==> config.mk <==
export PLATFORM = sky130hd
export DESIGN_NAME = wide_addr_alu
export DESIGN_NICKNAME = d
export VERILOG_FILES = /design/src/rtl/wa_pkg.sv /design/src/rtl/wa_sum_path.sv /design/src/rtl/wa_flag_path.sv /design/src/rtl/wa_out_stage.sv /design/src/rtl/wide_addr_alu.sv
export SDC_FILE = /design/constraint.sdc
export NUM_CORES = 1
export LEC_CHECK = 0
export ABC_AREA = 1
export BUFFER_PORTS_ARGS = -buffer_cell sky130_fd_sc_hd__clkbuf_2
export CORE_MARGIN = 5
export CORE_UTILIZATION = 35
export DETAILED_ROUTE_END_ITERATION = 10
export GPL_TIMING_DRIVEN = 0
export HOLD_SLACK_MARGIN = 0.08
export SLEW_MARGIN = 20
export SYNTH_ARGS = -nofsm -noshare
export SYNTH_HDL_FRONTEND = slang
export SYNTH_HIERARCHICAL = 1
export SYNTH_SLANG_ARGS = --single-unit
==> constraint.sdc <==
create_clock -name clk -period 4.3 [get_ports clk]
set_input_delay 0 -clock clk [delete_from_list [all_inputs] [get_ports clk]]
set_output_delay 0 -clock clk [all_outputs]
set_load 0.005 [all_outputs]
==> src/rtl/wa_pkg.sv <==
package wa_pkg;

    typedef enum logic [2:0] {
        WM_ADD    = 3'd0,
        WM_ADC    = 3'd1,
        WM_SBC    = 3'd2,
        WM_SPD_SP = 3'd3,
        WM_SPD_HL = 3'd4
    } wa_mode_e;

    localparam int FLAG_W = 8;
    localparam int FZ     = 7;
    localparam int FN     = 6;
    localparam int FH     = 5;
    localparam int FC     = 4;

    function automatic logic mode_legal(input logic [2:0] m);
        return (m <= 3'd4);
    endfunction

    function automatic logic mode_is_disp(input logic [2:0] m);
        return (m == 3'd3) || (m == 3'd4);
    endfunction

endpackage

==> src/rtl/wa_sum_path.sv <==
module wa_sum_path
    import wa_pkg::*;
#(
    parameter int WIDTH  = 16,
    parameter int DISP_W = 8
) (
    input  logic [2:0]       mode,
    input  logic [WIDTH-1:0] opa,
    input  logic [WIDTH-1:0] opb,
    input  logic [DISP_W-1:0] disp,
    input  logic             cin,
    output logic [WIDTH:0]   sum,
    output logic [WIDTH-1:0] hx
);
    localparam int EXT_W = WIDTH + 1 - DISP_W;
    localparam int PAD_W = WIDTH - DISP_W;

    logic [WIDTH:0] disp_ext;
    logic [WIDTH:0] a_ext;
    logic [WIDTH:0] b_ext;
    logic [WIDTH:0] c_ext;

    assign disp_ext = {{EXT_W{disp[DISP_W-1]}}, disp};
    assign a_ext    = {1'b0, opa};
    assign b_ext    = {1'b0, opb};
    assign c_ext    = {{WIDTH{1'b0}}, cin};

    always_comb begin
        case (mode)
            WM_ADD:    sum = a_ext + b_ext;
            WM_ADC:    sum = a_ext + b_ext + c_ext;
            WM_SBC:    sum = a_ext - b_ext - c_ext;
            WM_SPD_SP,
            WM_SPD_HL: sum = a_ext + disp_ext;
            default:   sum = '0;
        endcase
    end

    // Operand seen by the half-carry rule: the displacement takes the high byte slot.
    assign hx = mode_is_disp(mode) ? {disp, {PAD_W{1'b0}}} : opb;

endmodule

==> src/rtl/wa_flag_path.sv <==
module wa_flag_path
    import wa_pkg::*;
#(
    parameter int WIDTH = 16
) (
    input  logic [2:0]        mode,
    input  logic              z_in,
    input  logic [WIDTH-1:0]  opa,
    input  logic [WIDTH-1:0]  hx,
    input  logic [WIDTH:0]    sum,
    output logic [FLAG_W-1:0] flags
);
    localparam int HBIT = WIDTH - 4;

    logic [WIDTH-1:0] res;
    logic             zero_res;
    logic             h_bit;
    logic             c_bit;
    logic             z_bit;
    logic             n_bit;

    assign res      = sum[WIDTH-1:0];
    assign zero_res = (res == '0);
    assign h_bit    = opa[HBIT] ^ hx[HBIT] ^ res[HBIT];
    assign c_bit    = sum[WIDTH];

    always_comb begin
        case (mode)
            WM_ADD: begin
                z_bit = z_in;
                n_bit = 1'b0;
            end
            WM_ADC: begin
                z_bit = zero_res;
                n_bit = 1'b0;
            end
            WM_SBC: begin
                z_bit = zero_res;
                n_bit = 1'b1;
            end
            default: begin
                z_bit = 1'b0;
                n_bit = 1'b0;
            end
        endcase
    end

    always_comb begin
        flags     = '0;
        flags[FZ] = z_bit;
        flags[FN] = n_bit;
        flags[FH] = h_bit;
        flags[FC] = c_bit;
    end

endmodule

==> src/rtl/wa_out_stage.sv <==
module wa_out_stage
    import wa_pkg::*;
#(
    parameter int WIDTH = 16
) (
    input  logic              clk,
    input  logic              rst_n,
    input  logic              load,
    input  logic [WIDTH-1:0]  d_result,
    input  logic [FLAG_W-1:0] d_flags,
    input  logic              d_dest_sp,
    output logic              out_valid,
    output logic [WIDTH-1:0]  out_result,
    output logic [FLAG_W-1:0] out_flags,
    output logic              out_dest_sp
);
    typedef enum logic {OS_EMPTY, OS_FULL} os_state_e;

    os_state_e state_q;
    os_state_e state_d;

    always_comb begin
        state_d = state_q;
        unique case (state_q)
            OS_EMPTY: state_d = load ? OS_FULL : OS_EMPTY;   // take
            OS_FULL:  state_d = load ? OS_FULL : OS_EMPTY;   // take / drain
        endcase
    end

    always_ff @(posedge clk) begin
        if (!rst_n) state_q <= OS_EMPTY;
        else        state_q <= state_d;
    end

    always_ff @(posedge clk) begin
        if (!rst_n) begin
            out_result  <= '0;
            out_flags   <= '0;
            out_dest_sp <= 1'b0;
        end else if (load) begin
            out_result  <= d_result;
            out_flags   <= d_flags;
            out_dest_sp <= d_dest_sp;
        end
    end

    assign out_valid = (state_q == OS_FULL);

    AST_LOAD_GIVES_VALID: assert property (@(posedge clk) disable iff (!rst_n)
        load |=> out_valid);
    AST_IDLE_DROPS_VALID: assert property (@(posedge clk) disable iff (!rst_n)
        !load |=> !out_valid);
    AST_IDLE_HOLDS_RESULT: assert property (@(posedge clk) disable iff (!rst_n)
        !load |=> ($stable(out_result) && $stable(out_flags)));

endmodule

==> src/rtl/wide_addr_alu.sv <==
module wide_addr_alu
    import wa_pkg::*;
#(
    parameter int WIDTH  = 16,
    parameter int DISP_W = 8
) (
    input  logic              clk,
    input  logic              rst_n,
    input  logic              in_valid,
    input  logic [2:0]        in_mode,
    input  logic [WIDTH-1:0]  in_opa,
    input  logic [WIDTH-1:0]  in_opb,
    input  logic [DISP_W-1:0] in_disp,
    input  logic [FLAG_W-1:0] in_flags,
    output logic              out_valid,
    output logic [WIDTH-1:0]  out_result,
    output logic [FLAG_W-1:0] out_flags,
    output logic              out_dest_sp
);
    logic [WIDTH:0]      sum;
    logic [WIDTH-1:0]    hx;
    logic [FLAG_W-1:0]   new_flags;
    logic                accept;
    logic                dest_sp;
    logic                unused_flag_bits;

    assign accept           = in_valid && mode_legal(in_mode);
    assign dest_sp          = (in_mode == WM_SPD_SP);
    assign unused_flag_bits = ^{in_flags[FN], in_flags[FH], in_flags[3:0]};

    wa_sum_path #(.WIDTH(WIDTH), .DISP_W(DISP_W)) u_sum (
        .mode (in_mode),
        .opa  (in_opa),
        .opb  (in_opb),
        .disp (in_disp),
        .cin  (in_flags[FC]),
        .sum  (sum),
        .hx   (hx)
    );

    wa_flag_path #(.WIDTH(WIDTH)) u_flags (
        .mode  (in_mode),
        .z_in  (in_flags[FZ]),
        .opa   (in_opa),
        .hx    (hx),
        .sum   (sum),
        .flags (new_flags)
    );

    wa_out_stage #(.WIDTH(WIDTH)) u_out (
        .clk         (clk),
        .rst_n       (rst_n),
        .load        (accept),
        .d_result    (sum[WIDTH-1:0]),
        .d_flags     (new_flags),
        .d_dest_sp   (dest_sp),
        .out_valid   (out_valid),
        .out_result  (out_result),
        .out_flags   (out_flags),
        .out_dest_sp (out_dest_sp)
    );

    AST_ADD_KEEPS_Z: assert property (@(posedge clk) disable iff (!rst_n)
        out_valid && ($past(in_mode) == WM_ADD) |-> out_flags[FZ] == $past(in_flags[FZ]));
    AST_SBC_SETS_N: assert property (@(posedge clk) disable iff (!rst_n)
        out_valid && ($past(in_mode) == WM_SBC) |-> out_flags[FN]);
    AST_DISP_CLEARS_ZN: assert property (@(posedge clk) disable iff (!rst_n)
        out_valid && mode_is_disp($past(in_mode)) |-> !out_flags[FZ] && !out_flags[FN]);
    AST_DEST_SELECT: assert property (@(posedge clk) disable iff (!rst_n)
        out_valid |-> out_dest_sp == ($past(in_mode) == WM_SPD_SP));
    AST_ILLEGAL_IGNORED: assert property (@(posedge clk) disable iff (!rst_n)
        in_valid && !mode_legal(in_mode) |=> !out_valid && $stable(out_result));
    AST_LOW_FLAGS_ZERO: assert property (@(posedge clk) disable iff (!rst_n)
        out_flags[3:0] == 4'h0);

endmodule

# Yosys cells after proc, flatten, opt, wreduce, memory -nomap -nowiden
# Cells that the tools add are included.
# word_totals
ff_bits	22
inputBits	54
output_inout_bits	26
elab_cells	27
# classes
n_addsub	5
magnitude_cmp	1
n_eq_ne	4
muxes	5
bitwise_logic	2
reduce_logical	6
# ops
cell	n
case mux 17 bit (4 select lines)	1
adder 16 x 16 -> 17 bit	1
adder 16 x 17 -> 17 bit	1
adder 17 x 1 -> 17 bit	1
subtractor 16 x 16 -> 17 bit	1
subtractor 17 x 1 -> 17 bit	1
logical NOT 16 bit	1
2-to-1 mux 13 bit	1
== test 3 x 2 -> 1 bit, second input constant	2
OR reduction 2 bit	2
== test 3 x 1 -> 1 bit, second input constant	1
== test 3 bit, second input constant	1
less-or-equal comparator 3 bit, second input constant	1
logical NOT 3 bit	1
2-to-1 mux 1 bit	2
case mux 1 bit (2 select lines)	1
XOR 1 bit	2
logical AND 1 bit	1
logical OR 1 bit	1

# Depth between registers and ports, before layout
# Gate-level depths: netlist of the first run.
# logic_depth
ltp_word	5
ltp_mapped	28
ltp_nobuf	27

# Cells and area by module
# Netlist of the first run, hierarchy kept.
# by_module_without_submodules
module	n_inst	cells_per_inst	area_each_um2	seq_area_each_um2
wa_sum_path	1	748	3946.3	0.0
wa_out_stage	1	162	1083.5	520.5
wa_flag_path	1	36	180.2	0.0
wide_addr_alu	1	7	26.3	0.0

# Worst setup path after synthesis of the first run
# OpenSTA, ideal clock, no wires.
# synth_timing
path_type	input-to-reg
from	in in_opb[0]
to	reg u_out.out_flags[7]
setup_time_ns	0.064
arrival_ns	2.462
t_required_ns	4.236
slack_ns	1.774
path_stages	24
path_buffers	1
cell_sequence	inv_1 -> fa_1 -> fa_1 -> nor2_1 -> o21ai_0 -> nand2_1 -> nand2_1 -> a21o_1 -> nor2_1 -> nor2_1 -> nand2_1 -> o21ai_0 -> a21oi_1 -> nand2_1 -> nor2_1 -> nand2_1 -> nor2_1 -> nand3_1 -> nand2_1 -> buf_4 -> inv_1 -> nand2_1 -> nand2_1 -> nor2_1
# synth_via
elab_chain_len	5
word_cells_on_any_way	7
cone_classes	add/sub: 4; mux: 2; reduce/logical: 1
# synth_lines
element	line	source
start: declaration	wide_addr_alu.sv:12	input logic [WIDTH-1:0] in_opb,
subtractor 16 x 16 -> 17 bit / adder 16 x 16 -> 17 bit (equally long branches)	wa_sum_path.sv:32, wa_sum_path.sv:30, wa_sum_path.sv:31	
subtractor 17 x 1 -> 17 bit / adder 17 x 1 -> 17 bit (equally long branches)	wa_sum_path.sv:32, wa_sum_path.sv:31	
case mux 17 bit (4 select lines) *	wa_sum_path.sv:29	case (mode)
named net sum[12]	wide_addr_alu.sv:20	logic [WIDTH:0] sum;
logical NOT 16 bit *	wa_flag_path.sv:23	assign zero_res = (res == '0);
case mux 1 bit (2 select lines) *	wa_flag_path.sv:28	case (mode)
named net u_flags.z_bit	wa_flag_path.sv:19	logic z_bit;
end signal: assignment	wa_out_stage.sv:42	out_flags <= d_flags;
end: declaration	wa_out_stage.sv:14	output logic [FLAG_W-1:0] out_flags,
# Mark *: on every way through the listed nets, which the timed path passes. The rest lies on a longest branch.
# A chain may end at the register's enable or synchronous reset.

# Final worst setup path of the first run
# layout_timing
from	in in_opa[9]
to	reg u_out.out_flags[7]
# layout_via
elab_chain_len	5
word_cells_on_any_way	8
cone_classes	add/sub: 5; mux: 2; reduce/logical: 1
# layout_lines
element	line	source
start: declaration	wide_addr_alu.sv:11	input logic [WIDTH-1:0] in_opa,
subtractor 16 x 16 -> 17 bit / adder 16 x 16 -> 17 bit (equally long branches)	wa_sum_path.sv:32, wa_sum_path.sv:30, wa_sum_path.sv:31	
subtractor 17 x 1 -> 17 bit / adder 17 x 1 -> 17 bit (equally long branches)	wa_sum_path.sv:32, wa_sum_path.sv:31	
case mux 17 bit (4 select lines) *	wa_sum_path.sv:29	
named net sum[15]	wide_addr_alu.sv:20	
logical NOT 16 bit *	wa_flag_path.sv:23	
case mux 1 bit (2 select lines) *	wa_flag_path.sv:28	
named net u_flags.z_bit	wa_flag_path.sv:19	
# Marked as above.

==> flow_summary.json, run 1 <==
{
  "grt_max_degree": 15,
  "route.antenna.remaining_nets": 0,
  "path_clk_slew_ns": 0.07,
  "vias_post_dr": 5674,
  "grt_most_used_layer": "met2",
  "worstPathCellList": "clkbuf_2 -> inv_1 -> ha_1 -> inv_1 -> ha_1 -> nand2_1 -> nor2_1 -> inv_1 -> o211ai_1 -> nand2_1 -> nand2_1 -> a21oi_1 -> o21ai_0 -> nand3_1 -> nor2_1 -> nand2_1 -> nor2_1 -> nand3_1 -> nand2_1 -> buf_4 -> inv_1 -> nand2_1 -> nand2_1 -> nor2_1",
  "r2r.worst_path.cells": 2,
  "tritoncts": "yes",
  "hold_violations": 0,
  "placeableCoreArea_um2": 14400,
  "floorplan.die.height_um": 131,
  "tns_ns": 0,
  "total_leakage_power_nw": 3.23,
  "critPathMaxStageDelay_ns": 0.42,
  "hold_path.class": "input port to register",
  "htreeDepth": 1,
  "n_antenna_cell": 0,
  "routabilityCongestion": 0.887,
  "overflow": 0,
  "die_area_um2": 17100,
  "drt_first_pass_iters": 5,
  "dp_hpwl_mm": 13.4,
  "dp_worst_setup_slack_ns": 1.14,
  "final.setup.worst_slack_ns": 1.40,
  "max-vdd-ir-drop_mv": 0.135,
  "global_routing_usage_on_met2_pct": 31.0,
  "postLayoutCellArea_um2": 5800,
  "dpl_cell_area_um2": 5710,
  "cp-end-kind": "register",
  "number_of_global_route_vias_before_repair": 5067,
  "routed_wire_length_per_instance_um": 13.0,
  "finalNetCount": 1120,
  "postCtsResizedCells": 0,
  "finalCriticalPeriod_ns": 2.90,
  "worst-path-max-fanout": 6,
  "maxCapViolCount": 0,
  "clock_tree.root_cell": "clkbuf_16",
  "postCtsSetupRepairBufs": 0,
  "ioPinCount": 80,
  "cp-start-kind": "input port",
  "detailed_route_drc_error_count": 0,
  "clock_sinks": 26,
  "grt_usage_pct": 17.8,
  "critical_path_required_ns": 4.50,
  "buffer_ports.inserted": 72,
  "pwrdens_nw_per_um2": 217,
  "netlist_instances": 918,
  "skew_ns": 0,
  "fin_util_pct": 40.2,
  "fmax_mhz": 345,
  "slew_headroom_pct": 35.3,
  "grt_pass1_wl_mm": 24.7,
  "die_width_um": 131,
  "cp_data_arrival_time_ns": 3.10,
  "unrepaired_setup_endpoints_after_global_routing": "no",
  "post_synth_instance_area_um2": 5100,
  "timing.setup.critical_path_class": "input port to register",
  "grtUsageMet1_pct": 25.0,
  "min_path_cells": 6,
  "detail_route.wirelength_mm": 15.4,
  "grtUsageMet3_pct": 1.79,
  "flow.area_growth_from_synthesis_pct": 13.7,
  "yosysWarnings": 6,
  "slowest_stage_cell_on_the_critical_path": "ha_1",
  "worst_pin_slew_ns": 0.964,
  "tritoncts.num_buffers": 3,
  "setup_viol": 0,
  "maxSlewViolCount": 0,
  "cell_repeated_most_along_the_worst_path": "nand2_1",
  "antenna_found_initial": 0,
  "initial_core_util_pct": 35.4,
  "outcome": "completed",
  "num_rows": 44,
  "clk_lat_worst_skew_ns": 0.26,
  "drt-initial-drc-count": 384,
  "finalCritPeriodShare_pct": 67.5,
  "hold_buffers": 1,
  "avgSynthCellArea_um2": 5.56,
  "fraction_of_layout_instances_using_a_drive_strength_above_1_pct": 13.3,
  "max_buffers_root_to_sink": 2,
  "routed_via_density": 4.80,
  "total_power_mw": 1.26
}
[power breakdown]
part	switching [mW]	internal (mW)	leakage [nW]
logic	0.491	0.274	2.97
clock network	0.0839	0.142	0.0442
registers	0.00965	0.260	0.215
total	0.585	0.677	3.23
[state kept, by name, summed over array words and instances (netlist names)]
register / flops
u_out/out_dest_sp: 1
u_out/out_result: 16
u_out/out_flags: 8
u_out/out_valid: 1
[cells in the final DEF, fill, tap and decap left out, types with 3 or more instances in the layout]
cell	instances
nand3_1	67
dfxtp_1	26
nand2_2	15
nor2_2	9
xnor2_1	3
nor3_1	6
nor2_1	137
o2111ai_1	4
conb_1	4
nand3b_1	5
a21o_1	6
fa_1	4
or2_2	3
buf_4	12
inv_1	149
clkbuf_2	72
clkbuf_1	4
o21bai_1	6
nand2_1	258
clkbuf_16	3
buf_6	5
o21ai_0	37
ha_1	63
a21oi_1	52
a221oi_1	3
inv_2	4
nand4_1	14
[metrics by stage]
stage / hold slack, ns / instances
floorplan: 0.217 / 921
global placement: 0.292 / 1177
detailed placement: 0.295 / 1177
CTS: 0.168 / 1182
global route: 0.225 / 1182
finish: 0.170 / 1182
[worst max-delay path: cells and delay by family]
| kind | cells | cell delay [ns] |
|---|---|---|
| fa+ha+maj | 2 | 0.78 |
| buf+inv | 6 | 0.53 |
| compound gates | 3 | 0.47 |
| simple gates | 13 | 1.32 |
[final timing paths]
path                            slack [ns]                start                  end
worst min register to register        0.47  u_out/out_result[1]  u_out/out_result[1]
worst max-delay path                  1.40            in_opa[9]   u_out/out_flags[7]
worst max register to register        3.74  u_out/out_result[6]  u_out/out_result[6]
worst min-delay path                  0.17           in_mode[2]    u_out/out_dest_sp
[per-layer routing]
layer / part of all wire (%) / wire length [um]
met1: 48 / 7460
met2: 46 / 7080
met3: 5.1 / 792
met4: 0.49 / 76
met5: 0 / 0
[final cells by class]
cell class              count  area, um2
repair buffers             73        370
flip-flops and latches     26        520
well taps                 184        230
plain buffers              21        161
multi-input cells         720       3850
clock buffers               4       88.8
inverters                 154        578
fillers                  1708       8620
(Power assumes the default switching activity.)
==> run 2: changes to the inputs <==
==> constraint.sdc (replaced) <==
create_clock -name clk -period 2.84 [get_ports clk]
set_input_delay 0 -clock clk [delete_from_list [all_inputs] [get_ports clk]]
set_output_delay 0 -clock clk [all_outputs]
set_load 0.005 [all_outputs]
==> run 2 against run 1 <==
Compared with the run above: total power rose by 64%; sequential share of layout area fell by 0.70 points; non-clock buffer count rose by 12; die area did not move; combinational power rose by 71%; flip-flop and latch count did not move; critical endpoint unchanged; highest routed layer unchanged.
==> flow_summary.json, run 2 (synthesis gave the netlist of run 1 again) <==
{
  "detail_route.wirelength_mm": 15.9,
  "vias_post_dr": 5807,
  "cp_data_arrival_time_ns": 2.77,
  "overflow": 0,
  "outcome": "completed",
  "fmax_mhz": 383,
  "grt_usage_pct": 17.8,
  "antenna_found_initial": 0,
  "grt_pass1_wl_mm": 24.7,
  "slowest_stage_cell_on_the_critical_path": "fa_2",
  "die_width_um": 131,
  "most_common_cell_after_layout_fill_and_taps_aside": "nand2_1",
  "drt-initial-drc-count": 358,
  "slew_headroom_pct": 32.1,
  "placed_cells_incl_taps": 1177,
  "die_area_um2": 17100,
  "largest-register": "u_out/out_result",
  "dp_hpwl_mm": 13.4,
  "skew_ns": 0,
  "critical_path_required_ns": 3.00,
  "worst_pin_slew_ns": 1.01,
  "hold_violations": 0,
  "cp-start-kind": "input port",
  "max_buffers_root_to_sink": 2,
  "hold_path.class": "input port to register",
  "maxSlewViolCount": 0,
  "total_leakage_power_nw": 3.31,
  "crit_family": "simple AND/OR/NAND/NOR gates",
  "path_clk_slew_ns": 0.07,
  "fraction_of_layout_instances_using_a_drive_strength_above_1_pct": 21.3,
  "cell_repeated_most_along_the_worst_path": "nand2_1",
  "finalNetCount": 1132,
  "drt_first_pass_iters": 5,
  "clk_lat_worst_skew_ns": 0.26,
  "fin_util_pct": 43.6,
  "initial_core_util_pct": 35.4,
  "seq_area_um2": 520,
  "worst-path-max-fanout": 5,
  "max-vdd-ir-drop_mv": 0.215,
  "routed_wire_length_per_instance_um": 13.3,
  "critPathMaxStageDelay_ns": 0.59,
  "route.antenna.remaining_nets": 0,
  "largestRegisters": "u_out/out_result: 16 flops, u_out/out_flags: 8 flops",
  "worstPathCellList": "clkbuf_2 -> ha_4 -> fa_2 -> ha_4 -> inv_1 -> nor2_1 -> nand2_1 -> nor2_4 -> nand3_4 -> nor2_4 -> nand2_2 -> o21ai_2 -> nand3_2 -> nand2_2 -> nor2_2 -> nand2_2 -> nor2_2 -> nand3_1 -> nand2_1 -> buf_4 -> inv_1 -> nand2_1 -> nand2_1 -> nor2_1",
  "multi_input_area_um2": 4250,
  "pwrdens_nw_per_um2": 328,
  "ioPinCount": 80,
  "floorplan.die.height_um": 131,
  "routabilityCongestion": 0.887,
  "detailed_route_drc_error_count": 0,
  "finalCriticalPeriod_ns": 2.61,
  "crit_buf_inv": 4,
  "largest_register_ffs": 16,
  "tritoncts": "yes",
  "postLayoutCellArea_um2": 6290,
  "clock_tree.root_cell": "clkbuf_16",
  "flow.area_growth_from_synthesis_pct": 23.3,
  "layoutNonFillerInstCount": 1194,
  "n_antenna_cell": 0,
  "fill_cells": 1656,
  "buffer_ports.inserted": 72,
  "placeableCoreArea_um2": 14400,
  "tritoncts.num_buffers": 3,
  "maxCapViolCount": 0,
  "total_power_mw": 2.07,
  "setup_viol": 0,
  "routed_via_density": 4.86,
  "mostFrequentLayoutCells": "nand2_1 (244), inv_1 (144), nor2_1 (126), clkbuf_2 (71), nand3_1 (58)",
  "number_of_global_route_vias_before_repair": 5059,
  "hold_slack_ns": 0.173,
  "grt_max_degree": 15,
  "clock_sinks": 26,
  "cp-end-kind": "register",
  "dpl_cell_area_um2": 5710,
  "htreeDepth": 1,
  "num_rows": 44,
  "timing.setup.critical_path_class": "input port to register",
  "finalCritPeriodShare_pct": 92.0
}
==> run 2: area by class of cell <==
cell class              instances  area share [%]
multi-input cells             720            67.6
well taps                     184            3.66
inverters                     154            9.18
clock buffers                   4            1.41
flip-flops and latches         26            8.27
repair buffers                 85            7.32
plain buffers                  21            2.56
==> run 2: what timing repair did <==
item / CTS / global route
endpoints found under the setup margin: 1 / 2
hold buffers: 1 / 0
setup buffers: 0 / 12
pin swaps: 2 / 36
resized for setup: 4 / 90
hold endpoints to repair: 6 / 0
==> run 2: metrics by stage <==
stage	TNS, ns	setup WS, ns
2_1_floorplan	0	0.324
3_3_place_gp	-0.352	-0.299
3_5_place_dp	-0.365	-0.322
4_1_cts	0	0.00440
5_1_grt	-0.0437	-0.0437
6_report	0	0.227
==> run 2: path summary, 6_finish.rpt <==
kind	startpoint	endpoint	slack, ns	cells past startpoint
setup reg to reg	u_out/out_result[14]	u_out/out_result[14]	2.29	2
setup / recovery	in_opa[0]	u_out/out_flags[7]	0.23	24
hold reg to reg	u_out/out_result[1]	u_out/out_result[1]	0.47	2
hold / removal	in_mode[2]	u_out/out_dest_sp	0.17	6
==> run 2: worst register-to-register path, delay by kind of cell (launching register included) <==
kind	cells	cell delay, ns
DFF	1	0.31
and+or+nand+nor	2	0.14
==> run 2: power by group <==
part           internal, mW  switching (mW)
clock                 0.216           0.128
sequential            0.394          0.0146
combinational         0.498           0.816
total                  1.11           0.959
==> run 2: routing by layer <==
metal / global-route usage (%) / routed length [um] / vias to the layer above / share of wire, %
li1: - / - / 3094 / -
met5: 0 / 0 / - / 0
met1: 25.0 / 7610 / 2572 / 48
met2: 31.0 / 7470 / 133 / 47
met4: 1.21 / 85 / 0 / 0.53
met3: 1.79 / 757 / 8 / 4.8
==> run 3: changes to the inputs <==
--- a/config.mk
+++ b/config.mk
@@ -7,7 +7,7 @@
 export LEC_CHECK = 0
 export ABC_AREA = 1
 export BUFFER_PORTS_ARGS = -buffer_cell sky130_fd_sc_hd__clkbuf_2
-export CORE_MARGIN = 5
+export CORE_MARGIN = 2
 export CORE_UTILIZATION = 35
 export DETAILED_ROUTE_END_ITERATION = 10
 export GPL_TIMING_DRIVEN = 0
==> run 3 against run 2 <==
Compared with the run above: largest power group unchanged; highest routed layer unchanged; first-iteration DRC count up 34%; register-to-register slack about the same; final area down 1.2%; sequential power about the same; die area down 9.0%; fmax down 1.2%; via count down 0.19%.
==> flow_summary.json, run 3 (synthesis gave the netlist of run 1 again) <==
{
  "critical_path_required_ns": 3.04,
  "tritoncts": "yes",
  "max_buffers_root_to_sink": 2,
  "drt_first_pass_iters": 5,
  "tns_ns": 0,
  "layoutNonFillerInstCount": 1191,
  "die_width_um": 125,
  "skew_ns": 0,
  "hold_violations": 0,
  "flow.area_growth_from_synthesis_pct": 21.8,
  "num_rows": 44,
  "fin_util_pct": 43.3,
  "dpl_cell_area_um2": 5710,
  "max-vdd-ir-drop_mv": 0.202,
  "number_of_global_route_vias_before_repair": 5219,
  "fill_cells": 1576,
  "hold_path.class": "input port to register",
  "outcome": "completed",
  "maxSlewViolCount": 0,
  "htreeDepth": 1,
  "route.antenna.remaining_nets": 0,
  "tritoncts.num_buffers": 3,
  "finalNetCount": 1130,
  "most_common_cell_after_layout_fill_and_taps_aside": "nand2_1",
  "placed_cells_incl_taps": 1177,
  "routed_via_density": 4.87,
  "finalCriticalPeriod_ns": 2.65,
  "detail_route.wirelength_mm": 15.7,
  "maxCapViolCount": 0,
  "vias_post_dr": 5796,
  "timing.setup.critical_path_class": "input port to register",
  "worst_pin_slew_ns": 1.12,
  "hold_slack_ns": 0.177,
  "clock_sinks": 26,
  "largestRegisters": "u_out/out_result: 16 flops, u_out/out_flags: 8 flops",
  "crit_family": "simple AND/OR/NAND/NOR gates",
  "slowest_stage_cell_on_the_critical_path": "fa_2",
  "grt_max_degree": 14,
  "multi_input_area_um2": 4190,
  "clk_lat_worst_skew_ns": 0.26,
  "fraction_of_layout_instances_using_a_drive_strength_above_1_pct": 19.6,
  "initial_core_util_pct": 35.5,
  "grt_pass1_wl_mm": 25.3,
  "floorplan.die.height_um": 125,
  "worstPathCellList": "clkbuf_2 -> fa_2 -> fa_2 -> nor2_4 -> o21ai_2 -> nand2_1 -> nand2_2 -> a21o_1 -> nand2_1 -> nand3_1 -> nand2_1 -> nor2_1 -> nor2_1 -> nand3_2 -> nor2_2 -> nand2_1 -> nor2_1 -> nand3_1 -> nand2_1 -> buf_4 -> inv_1 -> nand2_1 -> nand2_1 -> nor2_1",
  "die_area_um2": 15600,
  "setup_viol": 0,
  "postLayoutCellArea_um2": 6220,
  "clock_tree.root_cell": "clkbuf_16",
  "total_leakage_power_nw": 3.29,
  "cp-end-kind": "register",
  "seq_area_um2": 520,
  "cell_repeated_most_along_the_worst_path": "nand2_1",
  "fmax_mhz": 378,
  "dp_hpwl_mm": 13.2,
  "antenna_found_initial": 0,
  "finalCritPeriodShare_pct": 93.2,
  "path_clk_slew_ns": 0.06,
  "routed_wire_length_per_instance_um": 13.2,
  "drt-initial-drc-count": 481,
  "mostFrequentLayoutCells": "nand2_1 (249), inv_1 (146), nor2_1 (125), clkbuf_2 (72), nand3_1 (61)",
  "detailed_route_drc_error_count": 0,
  "routabilityCongestion": 0.913,
  "cp_data_arrival_time_ns": 2.85,
  "worst-path-max-fanout": 4,
  "largest_register_ffs": 16,
  "largest-register": "u_out/out_result",
  "grt_usage_pct": 19.5,
  "critPathMaxStageDelay_ns": 0.42,
  "ioPinCount": 80,
  "placeableCoreArea_um2": 14400,
  "overflow": 0,
  "buffer_ports.inserted": 72,
  "cp-start-kind": "input port",
  "slew_headroom_pct": 24.7,
  "pwrdens_nw_per_um2": 323,
  "n_antenna_cell": 0,
  "crit_buf_inv": 3
}
## run 3: layout make-up
class	instances	area share, %
multi-input cells	720	67.5
clock buffers	3	1.21
well taps	184	3.70
flip-flops and latches	26	8.37
inverters	154	9.30
repair buffers	83	7.37
plain buffers	21	2.60
## run 3: metal layers
metal / global-route usage, % / part of all wire (%) / vias to the layer above
li1: - / - / 3082
met3: 1.63 / 5.5 / 17
met2: 33.0 / 45 / 173
met5: 0 / 0 / -
met4: 4.23 / 1.8 / 0
met1: 27.0 / 48 / 2524
## run 3: final timing paths
check,depth (start not counted),startpoint,slack (ns),to
setup / recovery,24,in_opa[0],0.19,u_out/out_flags[7]
hold / removal,6,in_mode[2],0.18,u_out/out_dest_sp
hold reg to reg,2,u_out/out_flags[0],0.47,u_out/out_flags[0]
setup reg to reg,2,u_out/out_result[4],2.28,u_out/out_result[4]
## run 3: worst reg2reg max path: stages (launching register included)
cell and delay, ns:
dfxtp_1 0.33, nor2_1 0.09, nor2_1 0.05
## run 3: power breakdown
| part | internal [mW] | switching, mW | leakage (nW) | total, mW |
|---|---|---|---|---|
| Clock | 0.187 | 0.122 | 0.0370 | 0.309 |
| Sequential | 0.394 | 0.0151 | 0.215 | 0.409 |
| Combinational | 0.489 | 0.802 | 3.04 | 1.29 |
| Total | 1.07 | 0.939 | 3.29 | 2.01 |
## run 3: metrics by stage
step / worst slack, ns / power, mW
2_1_floorplan: 0.324 / 1.25
3_3_place_gp: -0.274 / 1.56
3_5_place_dp: -0.264 / 1.57
4_1_cts: 0.00514 / 1.89
5_1_grt: -0.0431 / 2.22
6_report: 0.194 / 2.01
## run 3: repair_timing
| item | in CTS | in global routing |
|---|---|---|
| cloned | 0 | 0 |
| hold buffers | 1 | 0 |
| endpoints found under the hold margin | 6 | 0 |
| buffers inserted | 0 | 10 |
| pin swaps | 1 | 20 |
| setup endpoints to repair | 1 | 2 |
| resized for setup | 0 | 74 |
